File: config.mk
export PLATFORM = sky130hd
export DESIGN_NAME = pause_hold_timer
export DESIGN_NICKNAME = d
export VERILOG_FILES = /design/src/rtl/pause_hold_pkg.sv /design/src/rtl/phold_dur_reg.sv /design/src/rtl/phold_slot_ctr.sv /design/src/rtl/phold_fsm.sv /design/src/rtl/pause_hold_timer.sv
export SDC_FILE = /design/constraint.sdc
export NUM_CORES = 1
export LEC_CHECK = 0
export BUFFER_PORTS_ARGS = -buffer_cell sky130_fd_sc_hd__buf_2
export CORE_ASPECT_RATIO = 1.2
export CORE_MARGIN = 4
export CORE_UTILIZATION = 55
export CTS_BUF_LIST = sky130_fd_sc_hd__clkbuf_8
export CTS_CLUSTER_DIAMETER = 200
export DETAILED_ROUTE_END_ITERATION = 12
export GPL_ROUTABILITY_DRIVEN = 0
export HOLD_SLACK_MARGIN = 0.1
export PLACE_DENSITY = 0.85
export SLEW_MARGIN = 20
export SYNTH_ARGS = -nofsm -noshare
export SYNTH_HDL_FRONTEND = slang
export SYNTH_SLANG_ARGS = --single-unit
File: constraint.sdc
create_clock -name clk -period 3.45 [get_ports clk]
set_clock_uncertainty 0.1 [all_clocks]
set_input_delay 0.8625 -clock clk [delete_from_list [all_inputs] [get_ports clk]]
set_output_delay 0.8625 -clock clk [all_outputs]
set_load 0.01 [all_outputs]
File: src/rtl/pause_hold_pkg.sv
package pause_hold_pkg;

    typedef enum logic [1:0] {
        PH_IDLE     = 2'd0,
        PH_STOPPING = 2'd1,
        PH_HOLD     = 2'd2
    } ph_state_e;

    typedef struct packed {
        logic load_len;
        logic ctr_clr;
        logic ctr_inc;
        logic done_pulse;
    } ph_ctrl_s;

    // True when one more tick brings the count to the limit.
    function automatic logic ph_hits_limit(input logic [31:0] cnt, input logic [31:0] lim);
        return (cnt + 32'd1) == lim;
    endfunction

endpackage

File: src/rtl/phold_dur_reg.sv
module phold_dur_reg #(
    parameter int DUR_W = 16
) (
    input  logic             clk,
    input  logic             rst,
    input  logic             load_i,
    input  logic [DUR_W-1:0] len_i,
    output logic [DUR_W-1:0] dur_o,
    output logic [DUR_W-1:0] eff_o
);
    logic [DUR_W-1:0] dur_q;

    always_ff @(posedge clk) begin
        if (rst) begin
            dur_q <= '0;
        end else if (load_i) begin
            dur_q <= len_i;
        end
    end

    assign dur_o = dur_q;
    // A length arriving in this cycle overrides the held one.
    assign eff_o = load_i ? len_i : dur_q;

    assert_len_hold_R8: assert property (@(posedge clk) disable iff (rst)
        !load_i |=> $stable(dur_q));

endmodule

File: src/rtl/phold_slot_ctr.sv
module phold_slot_ctr #(
    parameter int DUR_W = 16
) (
    input  logic             clk,
    input  logic             rst,
    input  logic             clr_i,
    input  logic             inc_i,
    input  logic [DUR_W-1:0] limit_i,
    output logic [DUR_W-1:0] cnt_o,
    output logic             last_o
);
    import pause_hold_pkg::*;

    logic [DUR_W-1:0] cnt_q;

    always_ff @(posedge clk) begin
        if (rst || clr_i) begin
            cnt_q <= '0;
        end else if (inc_i) begin
            cnt_q <= cnt_q + 1'b1;
        end
    end

    assign cnt_o  = cnt_q;
    assign last_o = inc_i && ph_hits_limit(32'(cnt_q), 32'(limit_i));

    assert_clr_zero_R7: assert property (@(posedge clk) disable iff (rst)
        clr_i |=> (cnt_q == '0));

endmodule

File: src/rtl/phold_fsm.sv
module phold_fsm (
    input  logic                      clk,
    input  logic                      rst,
    input  logic                      det_i,
    input  logic                      tx_idle_i,
    input  logic                      tick_i,
    input  logic                      eff_zero_i,
    input  logic                      last_i,
    output pause_hold_pkg::ph_state_e state_o,
    output pause_hold_pkg::ph_ctrl_s  ctrl_o,
    output logic                      irq_o
);
    import pause_hold_pkg::*;

    ph_state_e state_q, state_d;
    ph_ctrl_s  ctrl;
    logic      irq_q;

    always_comb begin
        state_d         = state_q;
        ctrl            = '0;
        ctrl.load_len   = det_i;
        unique case (state_q)
            PH_IDLE: begin
                ctrl.ctr_clr = 1'b1;
                if (det_i) state_d = PH_STOPPING;
            end
            PH_STOPPING: begin
                ctrl.ctr_clr = 1'b1;
                if (tx_idle_i) begin
                    ctrl.done_pulse = 1'b1;
                    state_d = eff_zero_i ? PH_IDLE : PH_HOLD;
                end
            end
            PH_HOLD: begin
                if (det_i) begin
                    ctrl.ctr_clr = 1'b1;
                    if (eff_zero_i) state_d = PH_IDLE;
                end else begin
                    ctrl.ctr_inc = tick_i;
                    if (last_i) state_d = PH_IDLE;
                end
            end
            default: begin
                state_d = PH_IDLE;
            end
        endcase
    end

    always_ff @(posedge clk) begin
        if (rst) begin
            state_q <= PH_IDLE;
            irq_q   <= 1'b0;
        end else begin
            state_q <= state_d;
            irq_q   <= ctrl.done_pulse;
        end
    end

    assign state_o = state_q;
    assign ctrl_o  = ctrl;
    assign irq_o   = irq_q;

    assert_irq_single_R4: assert property (@(posedge clk) disable iff (rst)
        irq_q |=> !irq_q);
    assert_irq_after_req_R4: assert property (@(posedge clk) disable iff (rst)
        irq_q |-> $past(state_q == PH_STOPPING));
    assert_req_from_det_R2: assert property (@(posedge clk) disable iff (rst)
        (state_q != PH_IDLE && $past(state_q == PH_IDLE)) |-> $past(det_i));

endmodule

File: src/rtl/pause_hold_timer.sv
module pause_hold_timer #(
    parameter int DUR_W = 16
) (
    input  logic             clk,
    input  logic             rst,
    input  logic             pause_det_i,
    input  logic [DUR_W-1:0] pause_len_i,
    input  logic             slot_tick_i,
    input  logic             tx_idle_i,
    output logic             stop_req_o,
    output logic             stop_done_irq_o,
    output logic             rx_pause_o
);
    import pause_hold_pkg::*;

    ph_state_e        state;
    ph_ctrl_s         ctrl;
    logic [DUR_W-1:0] dur_q;
    logic [DUR_W-1:0] dur_eff;
    logic [DUR_W-1:0] cnt;
    logic             last_tick;
    logic             irq;

    phold_dur_reg #(.DUR_W(DUR_W)) dur_i (
        .clk    (clk),
        .rst    (rst),
        .load_i (ctrl.load_len),
        .len_i  (pause_len_i),
        .dur_o  (dur_q),
        .eff_o  (dur_eff)
    );

    phold_slot_ctr #(.DUR_W(DUR_W)) ctr_i (
        .clk     (clk),
        .rst     (rst),
        .clr_i   (ctrl.ctr_clr),
        .inc_i   (ctrl.ctr_inc),
        .limit_i (dur_eff),
        .cnt_o   (cnt),
        .last_o  (last_tick)
    );

    phold_fsm fsm_i (
        .clk        (clk),
        .rst        (rst),
        .det_i      (pause_det_i),
        .tx_idle_i  (tx_idle_i),
        .tick_i     (slot_tick_i),
        .eff_zero_i (dur_eff == '0),
        .last_i     (last_tick),
        .state_o    (state),
        .ctrl_o     (ctrl),
        .irq_o      (irq)
    );

    assign stop_req_o      = (state != PH_IDLE);
    assign rx_pause_o      = (state != PH_IDLE);
    assign stop_done_irq_o = irq;

    assert_cnt_below_len_R5: assert property (@(posedge clk) disable iff (rst)
        (state == PH_HOLD) |-> (cnt < dur_q));
    assert_release_cause_R5: assert property (@(posedge clk) disable iff (rst)
        $fell(stop_req_o) |-> (stop_done_irq_o || $past(slot_tick_i) || $past(pause_det_i)));
    assert_zero_len_release_R6: assert property (@(posedge clk) disable iff (rst)
        (stop_done_irq_o && dur_q == '0) |-> !stop_req_o);

endmodule

; Word-level counts from Yosys, hierarchy flattened
; Index checks and enable logic that the tools add are counted.
[totals]
regBits = 35
in_bits = 21
out_inout_bits = 3
wordCells = 35
[classes]
addsub = 2
n_eq_ne = 7
n_mux = 13
bitwise = 1
reduce_logical = 8
[ops]
columns = cell, count
row1 = equality test 32 x 16 -> 1 bit, 1
row2 = "adder 16 x 1 -> 17 bit, second input constant", 1
row3 = "adder 16 x 1 -> 16 bit, second input constant", 1
row4 = logical NOT 16 bit, 1
row5 = 2-to-1 mux 16 bit, 1
row6 = 2-to-1 mux 2 bit, 6
row7 = case mux 2 bit (3 select lines), 1
row8 = 2-to-1 mux 1 bit, 4
row9 = "!= test 2 bit, second input constant", 2
row10 = AND reduction 4 bit, 1
row11 = OR reduction 2 bit, 2
row12 = "!= test 3 x 2 -> 1 bit, second input constant", 1
row13 = "!= test 3 bit, second input constant", 1
row14 = "equality test 2 x 1 -> 1 bit, second input constant", 1
row15 = "equality test 2 bit, second input constant", 1
row16 = logical NOT 2 bit, 1
row17 = case mux 1 bit (2 select lines), 1
row18 = nonzero test 2 bit, 1
row19 = logical AND 1 bit, 1
row20 = logical OR 1 bit, 1
row21 = NOT 1 bit, 1

; Logic depth before layout (Yosys ltp)
; Gate-level depths: netlist of run 1.
[logic_depth]
word_depth = 6
mapped_depth = 10
ltp_nobuf = 8

; Hierarchy
; A second synthesis of run 1 with hierarchy kept.
[unflattened]
hier_cells = 222
hier_area_um2 = 2100.8
[by_module_without_submodules]
columns = mod, n_inst, cells_each, area_per_inst_um2, seq_area_each_um2
row1 = phold_slot_ctr, 1, 149, 1194.9, 320.3
row2 = phold_dur_reg, 1, 51, 704.4, 320.3
row3 = phold_fsm, 1, 15, 153.9, 60.1
row4 = pause_hold_timer, 1, 7, 47.5, 0.0

; Worst setup path before layout of run 1
; Ideal clock, no wire load.
[synth_path]
path_type = in2reg
startpoint = in pause_det_i
endpoint = reg fsm_i.state_q[0] (netlist: fsm_i.state_o[0])
setup_time_ns = 0.088
arrival_time_ns = 2.717
required_ns = 3.262
path_slack_ns = 0.545
stages = 8
path_buffers = 1
path_cell_list = buf_6 -> or4_1 -> o22a_1 -> a2111oi_4 -> o221ai_2 -> nor4_2 -> nand4_1 -> a311oi_2
[synth_via]
elab_chain_cells = 5
elab_cells_between_ends = 12
classes_between = eq/ne (4) / mux (5) / reduce/logical (3)
[synth_rtl]
columns = item, line_no
row1 = start: declaration, pause_hold_timer.sv:6  ; input logic pause_det_i,
row2 = 2-to-1 mux 16 bit or 2-to-1 mux 1 bit (tied branches), "phold_dur_reg.sv:23, phold_fsm.sv:36"
row3 = equality test 32 x 16 -> 1 bit or 2-to-1 mux 1 bit (tied branches), "pause_hold_pkg.sv:18, phold_fsm.sv:23"
row4 = logical AND 1 bit, phold_slot_ctr.sv:25  ; assign last_o = inc_i && ph_hits_limit(32'(cnt_q), 32'(limit_i));
row5 = != test 3 bit (no line), -
row6 = AND reduction 4 bit (no line), -
row7 = end signal: assignment, phold_fsm.sv:55  ; state_q <= state_d;
row8 = end: declaration, phold_fsm.sv:15  ; ph_state_e state_q, state_d;
; Several ways; a longest one is shown, not always the timed one.
; A chain may end at the register's enable or synchronous reset.

; Worst setup path in the final report of run 1
; Ends and elaborated chain as after synthesis.

==> impl_metrics.yaml, run 1 <==
status:
  status: "finished clean"
floorplanning:
  pin_count: 24
  row_count: 23
  dieArea_um2: 4720
  dieHeight_um: 74.5
  start_util: 0.586
  die_w_um: 63.4
  fp.coreArea_um2: 3450
synth:
  async_reset_ff_frac: 0
  synth_cell_type_count: 51
  syn_area_um2: 2020
  ys_ff_latch: 35
  yosysSeqAreaShare: 0.346
  syn_nets: 257
  synthCells: 235
  syn_avg_cell_area_um2: 8.61
  synth-edff-count: 0
  synth-main-ff-cell: "dfxtp_1"
  ys_warn_count: 0
clock_tree:
  root_buffer: "clkbuf_8"
  cts_buffers: 5
  clkTransAtPathRegs_ps: 70
  tritoncts: "yes"
  cts_buffer_depth: 2
  htreeDepth: 2
  cts_resized: 0
  insertion_delay_ps: 290
  post_cts_buffers: 0
  clkSinkCount: 35
  holdBufCountCts: 0
job:
  max_cap_violations: 0
global_routing:
  grt_max_degree: 21
  grt_pass1_wl_um: 7340
  antenna_found_initial: 0
  grt_pass1_vias: 1609
  grt_overflow: 0
  grt.total_usage: 0.205
routing:
  first_pass_iters: 4
  vias_per_cell: 6.06
  vias: 1776
  wire_per_inst_um: 15.4
  antenna_left: 0
  wl_um: 4510
  drc: 0
  drt_iter0_drc: 100
worst_setup_path:
  cp_slowest_cell: "or3_1"
  startpoint_type: "input pin"
  r2r_cells: 7
  cp-end-kind: "flip-flop"
  r2r-end: "fsm_i.state_o[0]$_SDFFE_PP0P_"
  cp.arrival_ps: 2960
  max_stage_delay_ps: 400
  crit_fanout: 18
  path_class: "in -> reg"
  cp_cell_sequence: "buf_2, buf_4, mux2i_1, nand3_1, or3_1, a221oi_2, nand4_1, a311oi_2"
  regToRegSetupSlack_ps: 980
  critical_path_required_ps: 3560
  r2r_start: "ctr_i.cnt_o[0]$_SDFFE_PP0P_"
worst_hold_path:
  hold_depth: 2
  hp-class: "reg -> reg"
  min_to: "ctr_i.cnt_o[1]$_SDFFE_PP0P_"
  hold_start: "ctr_i.cnt_o[1]$_SDFFE_PP0P_"
finish:
  diodes: 0
  nNetsFinal: 277
  final_core_util: 0.645
  layout-drive-gt1-share: 0.184
  layout-area-overhead-vs-synth_pct: 9.95
power_and_ir_drop:
  p_leak_uw: 0.000799
  p_int_uw: 608
  power_density_nw_per_um2: 371
  seqPwrFrac: 0.515
  power_frac_comb: 0.137
  ir_drop_v: 0.000178
  sw_frac_of_total: 0.264
  p_clk_frac: 0.348
  p_switching_uw: 218
timing:
  rsz0062_at_grt: "false"
  slew_violations: 0
  period_share: 0.825
  timing.fmax_mhz: 351
  final-hold-violation-count: 0
  slew_headroom: 0.560
  setup_slack_ps: 603
  tns_ps: 0
  whs_ps: 394
  fin_crit_ps: 2850
  tightest_slew_ps: 659
  setup_viol: 0
placed_design:
  dp_slack_ps: 302
  port_buffers: 23
  place_hpwl_um: 3410
[worst max path at each step]
stage,startpoint,end,slack [ps],depth (start not counted)
2_1_floorplan,pause_det_i,fsm_i.state_o[0]$_SDFFE_PP0P_,540,8
6_report,pause_det_i,fsm_i.state_o[0]$_SDFFE_PP0P_,600,8
5_1_grt,pause_det_i,fsm_i.state_o[0]$_SDFFE_PP0P_,420,9
3_5_place_dp,pause_det_i,fsm_i.state_o[0]$_SDFFE_PP0P_,300,8
3_3_place_gp,pause_det_i,fsm_i.state_o[0]$_SDFFE_PP0P_,390,9
4_1_cts,pause_det_i,fsm_i.state_o[0]$_SDFFE_PP0P_,610,8
[cell usage after synthesis (all sizes together) (2+ instances only)]
cell type | number | area (um^2)
nand2b | 3 | 18.8
dfxtp | 35 | 701
a2111oi | 2 | 36.3
buf | 5 | 47.5
nor4 | 6 | 43.8
a21oi | 12 | 60.1
o21ai | 10 | 50.1
clkbuf | 11 | 41.3
nor2 | 29 | 109
xor2 | 9 | 78.8
and2 | 3 | 18.8
nand3 | 10 | 50.1
a311oi | 2 | 23.8
mux2i | 15 | 150
or2 | 3 | 18.8
o221ai | 2 | 23.8
or3 | 10 | 62.6
nand2 | 13 | 51.3
inv | 4 | 15.0
xnor2 | 17 | 149
nor3 | 3 | 15.0
o211ai | 3 | 22.5
and4 | 2 | 17.5
nand4 | 7 | 43.8
or4b | 3 | 30.0
and3 | 2 | 12.5
[routing by layer]
layer	global-route usage	part of all wire	up-vias
li1	-	-	879
met1	0.231	0.42	832
met2	0.358	0.50	54
met3	0.0559	0.061	11
met4	0.106	0.025	0
met5	0	0	-
[power groups by stage]
stage | Clock [uW] | Combinational, uW | Sequential (uW)
4_1_cts | 293 | 114 | 425
2_1_floorplan | 0 | 83.1 | 432
3_3_place_gp | 0 | 111 | 434
3_5_place_dp | 0 | 113 | 434
5_1_grt | 309 | 124 | 426
6_report | 287 | 114 | 425
[layout by cell type (no fill, tap or decap), types with 2 or more instances in the layout]
cell	n
dfxtp_1	35
nor2_1	29
buf_2	23
xnor2_1	17
mux2i_1	15
a21oi_1	12
nand2_1	12
nand3_1	10
o21ai_0	10
or3_1	10
xor2_1	9
nand4_1	7
buf_4	6
nor4_1	5
clkbuf_8	5
inv_1	4
nand2b_1	3
nor3_1	3
and2_1	3
o211ai_1	3
clkinv_2	3
or4b_1	2
and4_1	2
or2_1	2
and3_1	2
[area by class of cell]
cell class | count | area (um^2)
clock buffer | 5 | 68.8
clock inverter | 3 | 15.0
fill | 268 | 1230
inverter | 4 | 15.0
multi-input combinational | 180 | 1220
sequential | 35 | 701
tap | 37 | 46.3
timing repair buffer | 29 | 160
[worst max-delay path, delay by kind of cell]
kind                   cells  cell delay, ps
muxes                      1             350
and+or+nand+nor            3             730
AOI/OAI and AO/OA          2             510
buffers and inverters      2             490
[sequential cells by signal (all words and copies together), names as in the netlist]
register and flops:
ctr_i.cnt_o 16, dur_i.dur_o 16, fsm_i.state_o 2, fsm_i.irq_o 1
[kinds of logic (layout without fill, tap and decap cells)]
kind of cell / count (synthesis) / in the layout / share of synthesized area
buffers and inverters: 20 / 41 / 0.0513
adder cells (fa/ha/maj): 1 / 1 / 0.00618
flip-flops: 35 / 35 / 0.346
XOR/XNOR: 26 / 26 / 0.112
multiplexers: 16 / 16 / 0.0797
AND/OR/NAND/NOR: 99 / 99 / 0.265
AO/OA/AOI/OAI: 38 / 38 / 0.140
[stage by stage]
step | cell area [um^2] | total power, uW | std cells
2_1_floorplan | 2020 | 515 | 235
3_3_place_gp | 2140 | 544 | 285
3_5_place_dp | 2140 | 547 | 285
4_1_cts | 2230 | 832 | 293
5_1_grt | 2230 | 860 | 293
6_report | 2230 | 826 | 293
No activity file was read; power rests on OpenSTA's default activity.
==> inputs of run 2 (changes only) <==
clock period = 2.8 ns   (was 3.45 ns; I/O delays follow)
==> impl_metrics.yaml, run 2 (same netlist as run 1, synthesis figures left out) <==
timing:
  setup_viol: 0
  final-hold-violation-count: 0
  tns_ps: 0
  timing.fmax_mhz: 383
  rsz0062_at_grt: "false"
  slew_violations: 0
  tightest_slew_ps: 638
  slew_headroom: 0.574
  period_share: 0.933
  fin_crit_ps: 2610
global_routing:
  grt_max_degree: 21
  grt_pass1_wl_um: 8200
  grt_overflow: 0
  antenna_found_initial: 0
  grt.total_usage: 0.225
  grt_pass1_vias: 1762
clock_tree:
  clkSinkCount: 35
  insertion_delay_ps: 290
  clkTransAtPathRegs_ps: 70
  cts_buffer_depth: 2
  cts_resized: 0
  cts_buffers: 5
  post_cts_buffers: 0
  tritoncts: "yes"
  root_buffer: "clkbuf_8"
  holdBufCountCts: 0
  htreeDepth: 2
worst_setup_path:
  cp_cell_sequence: "buf_2, buf_4, mux2i_1, xor2_1, a311oi_1, nand4_1, nor4_2, nand4_1, a311oi_2"
  max_stage_delay_ps: 350
  crit_top_cell: "nand4_1"
  cp.arrival_ps: 2720
  r2r_cells: 7
  cp-end-kind: "flip-flop"
  cp_slowest_cell: "mux2i_1"
  critical_path_required_ps: 2910
  path_class: "in -> reg"
  startpoint_type: "input pin"
  crit_fanout: 16
routing:
  antenna_left: 0
  wl_um: 4690
  vias: 1821
  first_pass_iters: 4
  vias_per_cell: 6.07
  drt_iter0_drc: 117
  drc: 0
  wire_per_inst_um: 15.6
worst_hold_path:
  hp-class: "reg -> reg"
  hold_depth: 2
finish:
  layout-drive-gt1-share: 0.205
  nNetsFinal: 285
  layout-area-overhead-vs-synth_pct: 13.1
  stdcell_count: 300
  final_core_util: 0.663
  diodes: 0
  final_common_cell: "dfxtp_1"
  final_cell_mix: "dfxtp_1, nor2_1, buf_2, xnor2_1, mux2i_1"
placed_design:
  place_hpwl_um: 3640
  port_buffers: 23
  place_inst: 293
power_and_ir_drop:
  power_density_nw_per_um2: 456
  p_leak_uw: 0.000837
  ir_drop_v: 0.000247
  total_power_uw: 1040
floorplanning:
  start_util: 0.586
  pin_count: 24
  row_count: 23
  dieHeight_um: 74.5
  die_w_um: 63.4
  fp.coreArea_um2: 3450
  dieArea_um2: 4720
status:
  status: "finished clean"
job:
  max_cap_violations: 0
## run 2: changes by cell type in the layout (fill, tap and decap cells not counted)
cell      previous run  this run
buf_4                6        14
clkbuf_8             5         6
clkinv_2             3         1
## run 2: through the flow
| stage | instance area (um^2) | setup WS, ps | hold WS (ps) |
|---|---|---|---|
| 2_1_floorplan | 2020 | 57.2 | 363 |
| 6_report | 2290 | 188 | 390 |
| 4_1_cts | 2290 | 214 | 390 |
| 5_1_grt | 2290 | 88.5 | 423 |
| 3_5_place_dp | 2200 | -81.5 | 381 |
| 3_3_place_gp | 2200 | 13.8 | 377 |
## run 2: area by class of cell
class	count	area, um^2
Clock buffer	6	82.6
Clock inverter	1	5.00
Fill cell	278	1160
Inverter	4	15.0
Multi-Input combinational cell	180	1220
Sequential cell	35	701
Tap cell	37	46.3
Timing Repair Buffer	37	220
## run 2: path summary, 6_finish.rpt
path                            slack, ps                       endpoint                         from
worst max-delay path                  190  fsm_i.state_o[0]$_SDFFE_PP0P_                  pause_det_i
worst min-delay path                  390    ctr_i.cnt_o[1]$_SDFFE_PP0P_  ctr_i.cnt_o[1]$_SDFFE_PP0P_
worst max register to register        330  fsm_i.state_o[0]$_SDFFE_PP0P_  ctr_i.cnt_o[0]$_SDFFE_PP0P_
worst min register to register        390    ctr_i.cnt_o[1]$_SDFFE_PP0P_  ctr_i.cnt_o[1]$_SDFFE_PP0P_
## run 2: report_power, final
| group | switching (uW) | total [uW] | internal [uW] |
|---|---|---|---|
| Sequential | 10.3 | 524 | 514 |
| Combinational | 77.8 | 151 | 72.8 |
| Clock | 177 | 370 | 193 |
| Total | 265 | 1040 | 780 |
## run 2: worst max-delay path: cells and delay by family
kind | cells | cell delay, ps
compound gates | 2 | 540
xor+xnor | 1 | 110
buf+inv | 2 | 410
mux | 1 | 350
simple gates | 3 | 610
## run 2: per-layer routing
layer | part of all wire | GRT usage
met1 | 0.41 | 0.277
met2 | 0.49 | 0.367
met3 | 0.062 | 0.0529
met4 | 0.029 | 0.120
met5 | 0 | 0
==> inputs of run 3 (changes only) <==
BUFFER_PORTS_ARGS = -buffer_cell sky130_fd_sc_hd__clkbuf_2   (was -buffer_cell sky130_fd_sc_hd__buf_2)
CAP_MARGIN = 20   (was unset)
SYNTH_HIERARCHICAL = 1   (was unset)
==> impl_metrics.yaml, run 3 <==
floorplanning:
  row_count: 24
  fp.coreArea_um2: 3660
  start_util: 0.572
  die_w_um: 64.4
  dieHeight_um: 75.6
  pin_count: 24
  dieArea_um2: 4870
synth:
  syn_avg_cell_area_um2: 9.49
  syn_nets: 243
  synthCells: 221
  syn_area_um2: 2100
  ys_warn_count: 6
placed_design:
  dpl_cell_area_um2: 2340
  port_buffers: 23
  place_hpwl_um: 3530
  dp_slack_ps: -223
finish:
  layout-drive-gt1-share: 0.333
  fillerInstances: 281
  final_cell_mix: "dfxtp_1, clkbuf_2, nor2_1, buf_4"
  final_common_cell: "dfxtp_1"
  diodes: 0
  layout-area-overhead-vs-synth_pct: 18.4
  fin_area_um2: 2480
  nNetsFinal: 276
  final_core_util: 0.678
timing:
  final-hold-violation-count: 0
  setup_slack_ps: 133
  rsz0062_at_grt: "false"
  fin_crit_ps: 2670
  slew_headroom: 0.631
  slew_violations: 0
  period_share: 0.953
  setup_viol: 0
  tightest_slew_ps: 554
  timing.fmax_mhz: 375
routing:
  drc: 0
  dr.max_layer_used: "met4"
  wl_met2_um: 2520
  vias: 1689
  antenna_left: 0
  wl_met3_um: 220
  vias_per_cell: 5.50
  wire_per_inst_um: 16.0
  wl_met1_um: 1950
  first_pass_iters: 4
  drt_iter0_drc: 83
  wl_um: 4920
clock_tree:
  cts_buffer_depth: 2
  cts_buffers: 5
  htreeDepth: 2
  clkTransAtPathRegs_ps: 80
  tritoncts: "yes"
  root_buffer: "clkbuf_8"
  clkSinkCount: 35
  post_cts_buffers: 0
  insertion_delay_ps: 300
worst_setup_path:
  path_class: "in -> reg"
  critical_path_required_ps: 2870
  crit_fanout: 5
  cp-end-kind: "flip-flop"
  startpoint_type: "input pin"
  cp.arrival_ps: 2740
global_routing:
  grt_pass1_wl_um: 7490
  grt_pass1_vias: 1611
  grt.total_usage: 0.203
  grt_max_degree: 22
  grt_overflow: 0
  antenna_found_initial: 0
power_and_ir_drop:
  p_leak_uw: 0.00101
  ir_drop_v: 0.000287
  power_density_nw_per_um2: 477
worst_hold_path:
  hp-class: "reg -> reg"
job:
  max_cap_violations: 0
status:
  status: "finished clean"
==> run 3: timing repair <==
item,4_1_cts,5_1_grt
endpoints found under the setup margin,0,1
gates resized for setup,0,6
hold buffers,0,0
==> run 3: final timing paths <==
kind / start / end / slack [ps] / cells past startpoint
setup / recovery: pause_det_i / fsm_i/state_o[1]$_SDFFE_PP0P_ / 130 / 10
hold / removal: ctr_i/cnt_o[15]$_SDFFE_PP0P_ / ctr_i/cnt_o[15]$_SDFFE_PP0P_ / 420 / 2
setup reg to reg: ctr_i/cnt_o[0]$_SDFFE_PP0P_ / fsm_i/state_o[1]$_SDFFE_PP0P_ / 240 / 8
hold reg to reg: ctr_i/cnt_o[15]$_SDFFE_PP0P_ / ctr_i/cnt_o[15]$_SDFFE_PP0P_ / 420 / 2
==> run 3: cell type report <==
class	count	area [um^2]	area share
sequential	35	701	0.282
clock buffer	6	82.6	0.0332
timing repair buffer	43	282	0.113
clock inverter	2	35.0	0.0141
inverter	2	7.51	0.00302
multi-input combinational	167	1310	0.528
tap	52	65.1	0.0262
==> run 3: critical path, cell delays in order <==
cell and delay, ps:
clkbuf_2 150, mux2_2 390, xnor2_2 180, o211ai_1 130
a2111oi_2 360, nand3_1 140, a2111oi_2 240, and4bb_1 250
mux2_4 150, o32ai_2 50
==> run 3: power by group <==
part | internal [uW] | switching (uW) | leakage, uW
registers | 514 | 7.22 | 0.000286
logic | 101 | 81.4 | 0.000662
clock network | 288 | 193 | 0.0000612
total | 903 | 281 | 0.00101
==> run 3: per-layer routing <==
metal | GRT usage | vias up
met5 | 0 | -
met4 | 0.148 | 0
met3 | 0.0428 | 24
met2 | 0.352 | 51
met1 | 0.222 | 785
li1 | - | 829
==> run 3: stage by stage <==
step,setup TNS [ps],power (uW),instances,hold WS [ps]
after floorplan,-7.08,647,221,345
after global placement,-68.6,702,299,380
after detailed placement,-223,707,299,392
after CTS,0,1180,307,413
after global routing,0,1220,307,441
final,0,1180,307,418
